## src/rtl/oreg_pkg.sv

```systemverilog
// Shared types for the FIFO output stage.
// Assumes: one system clock domain; all users import this package.
package oreg_pkg;
    typedef enum logic [0:0] {
        MODE_PAR = 1'b0,
        MODE_SER = 1'b1
    } unload_mode_t;
endpackage

```

## src/rtl/oreg_seq.sv

```systemverilog
// Load and unload sequencer: decides when a stack word is taken, which
// unload mode it uses and how many serial bits remain.
// Assumes: sclk is a slow level sampled on clk; stk_valid is stable
// within a cycle.
module oreg_seq
    import oreg_pkg::*;
#(
    parameter int W = 4
) (
    input  logic clk,
    input  logic rst_n,
    input  logic par_req,
    input  logic ser_req_n,
    input  logic sclk,
    input  logic stk_valid,
    output logic load,
    output logic shift,
    output logic full,
    output logic ser_mode
);
    localparam int CW = $clog2(W + 1);

    logic [CW-1:0] bits_left;
    unload_mode_t  mode;
    logic          sclk_q;
    logic          sclk_fall;

    // Purpose: keep the previous sclk sample for falling-edge detection.
    always_ff @(posedge clk) begin
        if (!rst_n) sclk_q <= 1'b0;
        else        sclk_q <= sclk;
    end

    // Purpose: decode the request, edge and occupancy conditions.
    always_comb begin
        sclk_fall = sclk_q & ~sclk;
        full      = (bits_left != '0);
        ser_mode  = (mode == MODE_SER);
        load      = par_req & stk_valid & ~full;
        shift     = sclk_fall & full & ser_mode;
    end

    // Purpose: track occupancy, unload mode and remaining serial bits.
    always_ff @(posedge clk) begin
        if (!rst_n) begin
            bits_left <= '0;
            mode      <= MODE_PAR;
        end else if (load) begin
            bits_left <= CW'(W);
            mode      <= ser_req_n ? MODE_PAR : MODE_SER;
        end else if (shift) begin
            bits_left <= bits_left - CW'(1);
        end else if (full && !ser_mode && !par_req) begin
            bits_left <= '0;
        end
    end

    // a load is always followed by a full register with all bits present.
    a_r5_load_fills: assert property (@(posedge clk) disable iff (!rst_n)
        load |=> (bits_left == CW'(W)));

    // every serial shift consumes exactly one bit.
    a_r7_one_bit_per_fall: assert property (@(posedge clk) disable iff (!rst_n)
        shift |=> (bits_left == $past(bits_left) - CW'(1)));

    // a parallel word is released when the request level is low.
    a_r3_release_on_low: assert property (@(posedge clk) disable iff (!rst_n)
        (full && !ser_mode && !par_req) |=> !full);

    // a falling sclk without a serial word leaves occupancy alone.
    a_r8_idle_fall_ignored: assert property (@(posedge clk) disable iff (!rst_n)
        (sclk_fall && !ser_mode && par_req && full) |=> full);
endmodule

```

## src/rtl/oreg_data.sv

```systemverilog
// Data holding for the output stage: a parallel word register that keeps
// its value until the next load, and a separate shift register whose
// bit 0 feeds the serial line.
// Assumes: load and shift are never high together (sequencer guarantees).
module oreg_data #(
    parameter int W = 4
) (
    input  logic         clk,
    input  logic         rst_n,
    input  logic         load,
    input  logic         shift,
    input  logic [W-1:0] din,
    output logic [W-1:0] par_word,
    output logic         ser_bit
);
    logic [W-1:0] hold_q;
    logic [W-1:0] shreg_q;

    // Purpose: capture the parallel word on each load only.
    always_ff @(posedge clk) begin
        if (!rst_n)    hold_q <= '0;
        else if (load) hold_q <= din;
    end

    // Purpose: load the shift register, then move it down one bit per shift.
    always_ff @(posedge clk) begin
        if (!rst_n)     shreg_q <= '0;
        else if (load)  shreg_q <= din;
        else if (shift) shreg_q <= {1'b0, shreg_q[W-1:1]};
    end

    // Purpose: drive the outputs from the registers.
    always_comb begin
        par_word = hold_q;
        ser_bit  = shreg_q[0];
    end

    // the parallel word only changes on a load.
    a_r3_word_held: assert property (@(posedge clk) disable iff (!rst_n)
        !load |=> $stable(hold_q));

    // a shift moves the next higher bit into the serial position.
    a_r7_next_bit: assert property (@(posedge clk) disable iff (!rst_n)
        shift |=> (shreg_q[0] == $past(shreg_q[1])));
endmodule

```

## src/rtl/oreg_lock.sv

```systemverilog
// Interlock for the ready flag. A lead slice reports a held word at once.
// A follower latches the chain enable while it holds a word and reports
// ready only after that.
// Assumes: grant comes from the slice above in the chain.
module oreg_lock (
    input  logic clk,
    input  logic rst_n,
    input  logic full,
    input  logic lead,
    input  logic grant,
    output logic ready
);
    logic granted_q;

    // Purpose: remember a chain enable seen during the current word.
    always_ff @(posedge clk) begin
        if (!rst_n)     granted_q <= 1'b0;
        else if (!full) granted_q <= 1'b0;
        else            granted_q <= granted_q | grant;
    end

    // Purpose: form the ready flag from occupancy and the interlock.
    always_comb begin
        ready = full & (lead | granted_q);
    end

    // a follower that has seen no grant keeps ready low.
    a_r10_follower_waits: assert property (@(posedge clk) disable iff (!rst_n)
        (!lead && !grant && !ready) ##1 !lead |-> !ready);
endmodule

```

## src/rtl/fifo_out_stage.sv

```systemverilog
// FIFO slice output stage. It pops a word from the bottom of the stack
// and presents it either as a parallel word or as a serial bit stream,
// with a ready flag that obeys the lead/follower interlock.
// Assumes: every input is synchronous to clk; bus release is modelled
// with the *_drv outputs.
module fifo_out_stage #(
    parameter int W = 4
) (
    input  logic         clk,
    input  logic         rst_n,
    input  logic [W-1:0] stk_data,
    input  logic         stk_valid,
    output logic         stk_pop,
    input  logic         par_req,
    input  logic         ser_req_n,
    input  logic         sclk,
    input  logic         lead,
    input  logic         grant,
    input  logic         bus_en,
    output logic [W-1:0] par_q,
    output logic         par_drv,
    output logic         ser_q,
    output logic         ser_drv,
    output logic         word_rdy
);
    logic load;
    logic shift;
    logic full;
    logic ser_mode;

    oreg_seq #(.W(W)) seq_i (
        .clk       (clk),
        .rst_n     (rst_n),
        .par_req   (par_req),
        .ser_req_n (ser_req_n),
        .sclk      (sclk),
        .stk_valid (stk_valid),
        .load      (load),
        .shift     (shift),
        .full      (full),
        .ser_mode  (ser_mode)
    );

    oreg_data #(.W(W)) data_i (
        .clk      (clk),
        .rst_n    (rst_n),
        .load     (load),
        .shift    (shift),
        .din      (stk_data),
        .par_word (par_q),
        .ser_bit  (ser_q)
    );

    oreg_lock lock_i (
        .clk   (clk),
        .rst_n (rst_n),
        .full  (full),
        .lead  (lead),
        .grant (grant),
        .ready (word_rdy)
    );

    // Purpose: form the pop strobe and the drive enables.
    always_comb begin
        stk_pop = load;
        ser_drv = full & ser_mode;
        par_drv = bus_en;
    end

    // on a lead slice a pop is followed by a ready flag.
    a_r2_lead_ready: assert property (@(posedge clk) disable iff (!rst_n)
        (stk_pop && lead) ##1 lead |-> word_rdy);

    // no pop while a word is still being held.
    a_r5_no_pop_while_ready: assert property (@(posedge clk) disable iff (!rst_n)
        word_rdy |-> !stk_pop);

    // the serial line is driven only while a word is held.
    a_r6_drive_needs_word: assert property (@(posedge clk) disable iff (!rst_n)
        (ser_drv && lead) |-> word_rdy);
endmodule

```

## config.mk

```make
export PLATFORM = sky130hd
export DESIGN_NAME = fifo_out_stage
export DESIGN_NICKNAME = d
export VERILOG_FILES = /design/src/rtl/oreg_pkg.sv /design/src/rtl/oreg_seq.sv /design/src/rtl/oreg_data.sv /design/src/rtl/oreg_lock.sv /design/src/rtl/fifo_out_stage.sv
export SDC_FILE = /design/constraint.sdc
export NUM_CORES = 1
export LEC_CHECK = 0
export CAP_MARGIN = 20
export CORE_MARGIN = 2
export CORE_UTILIZATION = 30
export DETAILED_ROUTE_END_ITERATION = 10
export GPL_TIMING_DRIVEN = 0
export MAX_ROUTING_LAYER = met4
export PLACE_DENSITY = 0.65
export SLEW_MARGIN = 20
export SYNTH_ARGS = -nofsm -noshare
export SYNTH_HDL_FRONTEND = slang
export SYNTH_SLANG_ARGS = --single-unit
```

## constraint.sdc

```tcl
create_clock -name clk -period 3.7 [get_ports clk]
set_clock_uncertainty 0.2 [all_clocks]
set_input_delay 0.74 -clock clk [delete_from_list [all_inputs] [get_ports clk]]
set_output_delay 0.74 -clock clk [all_outputs]
set_load 0.01 [all_outputs]
```

* Word-level counts from Yosys, hierarchy flattened
Index checks and enable logic that the tools add are counted.
** Word-level totals
- Register bits :: 14
- Bits of input ports :: 13
- Output and inout port bits :: 9
** Cells by class
- Add/subtract/negate cells :: 1
- Mux-type cells :: 6
- Bitwise gates (word level) :: 12
- Reductions and logical operators :: 10
** Operator list (number)
- two-way mux 3 bit :: 3
- two-way mux 4 bit :: 2
- bitwise AND 1 bit :: 7
- nonzero test 3 bit :: 2
- nonzero test 2 bit :: 2
- NOT 1 bit :: 3
- subtractor 3 x 1 -> 3 bit, second input constant :: 1
- logical AND 1 bit :: 2
- logical NOT 1 bit :: 2
- bitwise OR 1 bit :: 2
- AND reduction 2 bit :: 1
- OR reduction 2 bit :: 1
- two-way mux 1 bit :: 1

* Logic depth before layout (Yosys ltp)
- Depth in word-level cells :: 6
- Gate-level depth with buffers :: 7

* By module
A second synthesis with hierarchy kept.
** Unflattened totals
- Cells, all modules :: 65
- Area, all modules :: 655.6 um2
** By module, submodules not included
- oreg_data :: instances 1, cells each 29, area each 332.8 um2
- oreg_seq :: instances 1, cells each 31, area each 271.5 um2
- oreg_lock :: instances 1, cells each 3, area each 37.5 um2
- fifo_out_stage :: instances 1, cells each 2, area each 13.8 um2

* Least setup slack after synthesis
Ideal clock, no wire load.
- Path type :: input -> output
- From :: input port par_req
- To :: output port stk_pop
- Data arrival time :: 1084 ps
- Slack :: 1676 ps
- Stages :: 3
- Path buffers :: 1
- Path through :: nand4b_2 > inv_2 > buf_4
** Between the ends
- Word-level cells in the longest chain between the ends :: 2
** Ends and longest elaborated chain
- start, declared :: line fifo_out_stage.sv:14 : input logic par_req,
- bitwise AND 1 bit (2 in a row) :: line oreg_seq.sv:39 : load = par_req & stk_valid & ~full;
- end, declared :: line fifo_out_stage.sv:13 : output logic stk_pop,
Every way passes these cells.

* Worst setup path after layout
Ends and elaborated chain as after synthesis.

==> run metrics <==
Synth Flop Type=dfxtp_1; CTS sink count=14; slowest stage cell, crit path=clkdlybuf4s50_1; top post-synthesis cells by area=dfxtp_1, a21boi_1, nand2_1; RSZ-0062 raised after global routing=false; Mapped Nets=88; setup ws final=585.3 ps; RePlAce Congestion=0.7212; CP arrival=2170 ps; DRT Wirelength=1.405 mm; Ys Warns=0; Final Hold Fails=0; Clock Tree Buf Depth=2; layout cells sized above 1=12.37%; largest net degree at the start of global routing=11; distinct cell type count after synthesis=28; cell mode on critical path=clkdlybuf4s50_1; Routed WL per cell=11.33 um; CP cell instances=clkdlybuf4s50_1 -> nand4b_2 -> inv_2 -> buf_4 -> clkdlybuf4s50_1; Leakage=0.3535 nW; Post-Syn Instances=73; Post-synth EDFFs=0; Buf+Inv Stages, Crit Path=4; Hold Buf Count CTS=0; fin. max-slew vios=0; CP max FO=10; crit-path max cell delay=540 ps; max cap viols=0; final global-route overflow total=0; fin crit share=84.18%; Initial DRT Pass Iterations=6; top-area cell type share of the netlist area=42.50%; post-layout min period=3115 ps; Worst-path clk slew=90 ps; Clock H-tree levels=1; syn avg cell area=9.033 sq um; Startpoint Class=primary input; # nets final=113; # DRC=0; input/output buffers=20; Hold WC Path Type=reg -> reg; initial antenna violation count=0; Die Wd=50.88 um; Pwr per Cell Area=354.9 mW/mm^2; Yosys reg bits=14; GRT Overall Usage=11.50%; drt initial violations=8; highest clock rate=321.1 MHz; Rel. slew slack=76.00%; DRT antenna net count=0; root buffer cell=clkbuf_4; number of antenna diodes=0; total chip power=0.3299 mW; worst-margin pin slew=360.0 ps; initial core utilization=32.61%; Ports=22; Crit. End Element=output port; outcome=finished clean; ys async rst share=0%; Rows=16; Core Area=0.002022 sq mm; Filler cells=197; post-cts repair resize count=0; TNS Setup=0 ps; Largest delay share family, worst path=buffers and inverters; post-synthesis sequential area ratio=42.50%; Num CTS Buffers=3; peak supply drop=0.2935 mV; Synth area leader=dfxtp_1; vias post-DR=614; Post CTS Setup Buffer Count=0; R2R setup slack=2080 ps; Synth-to-Final Area Change=40.99%; vias in the first global route=495; Setup WS pre-CTS=579.5 ps; Die ar.=0.002589 sq mm; Die Y=50.88 um; Finish-stage setup viols=0; area of the mapped netlist=659.4 sq um; HPWL after DPL=1.005 mm; crit path kind=in -> out; later-pin clock latency in the skew report=290 ps; CTS tree=built; first-pass GRT wire length=2.159 mm; DR vias/cell=4.952; Req. time, crit path=2760 ps
## worst register-to-register path: stages, from the launching register on
cell and delay, ps:
dfxtp_1 380, inv_1 70, ha_1 250, nand4b_2 140, buf_6 150, nand2_1 70, o32ai_1 270
## area by class of cell
class,count,area [sq um],area share [%]
Clock buffer,4,36.28,3.903
Sequential cell,14,280.3,30.15
Inverter,3,11.26,1.211
Tap cell,27,33.78,3.634
Timing Repair Buffer,20,200.2,21.53
Buffer,5,41.29,4.441
Multi-Input combinational cell,51,326.6,35.13
## stage by stage
| step | cell area (sq um) | std cells | hold WS, ps | utilization (%) |
|---|---|---|---|---|
| after global placement | 893.4 | 120 | 242.4 | 44.18 |
| after global routing | 929.6 | 124 | 271.9 | 45.98 |
| after detailed placement | 893.4 | 120 | 246.8 | 44.18 |
| final | 929.6 | 124 | 255.1 | 45.98 |
| after floorplan | 659.4 | 73 | 234.3 | - |
| after CTS | 929.6 | 124 | 260.1 | 45.98 |
## synthesized netlist by cell type, drive strengths merged (2+ instances only)
library cell  number
a21boi             5
a21oi              5
a31oi              3
and2               2
and3b              2
buf                4
dfxtp             14
ha                 2
inv                3
nand2             10
nor2               3
o21ai              7
## per-layer routing
layer | track usage [%] | vias up | wire, um
met1 | 15.05 | 285 | 623
met4 | 3.604 | 0 | 15
met3 | 5.556 | 2 | 86
met2 | 15.57 | 20 | 679
li1 | - | 307 | -
met5 | - | - | 0
## sequential cells by signal, indices dropped and copies added, names as in the netlist
name,count
lock_i.granted_q,1
data_i.shreg_q,4
data_i.par_word,4
seq_i.bits_left,3
seq_i.ser_mode,1
seq_i.sclk_q,1
## final timing paths
| path | start | cells after the start | endpoint |
|---|---|---|---|
| max | par_req | 5 | stk_pop |
| min | data_i.par_word[3]$_SDFFE_PN0P_ | 2 | data_i.par_word[3]$_SDFFE_PN0P_ |
| max reg2reg | seq_i.bits_left[0]$_SDFFE_PP0P_ | 6 | seq_i.bits_left[1]$_SDFFE_PP0P_ |
| min reg2reg | data_i.par_word[3]$_SDFFE_PN0P_ | 2 | data_i.par_word[3]$_SDFFE_PN0P_ |
## power breakdown
| group | internal [mW] | leakage [nW] | switching [mW] | total [mW] |
|---|---|---|---|---|
| clock | 0.0599 | 0.0210 | 0.0520 | 0.112 |
| sequential | 0.158 | 0.115 | 0.00447 | 0.163 |
| combinational | 0.0321 | 0.218 | 0.0233 | 0.0554 |
| total | 0.250 | 0.354 | 0.0797 | 0.330 |
## cells by family after synthesis
kind of cell,Yosys count,share of synthesized area (%)
fa+ha+maj,2,3.794
simple gates,23,19.36
compound gates,26,26.38
flops,14,42.50
buf+inv,8,7.968
## cell usage in the layout, fill, tap and decap left out, drive strengths merged, types with 2 or more instances in the layout
cell            n
inv             3
clkbuf          5
ha              2
o21ai           7
a21oi           5
dfxtp          14
and2            2
nor2            3
clkdlybuf4s50  20
a21boi          5
buf             4
a31oi           3
nand2          10
and3b           2
(Power assumes the default switching activity.)
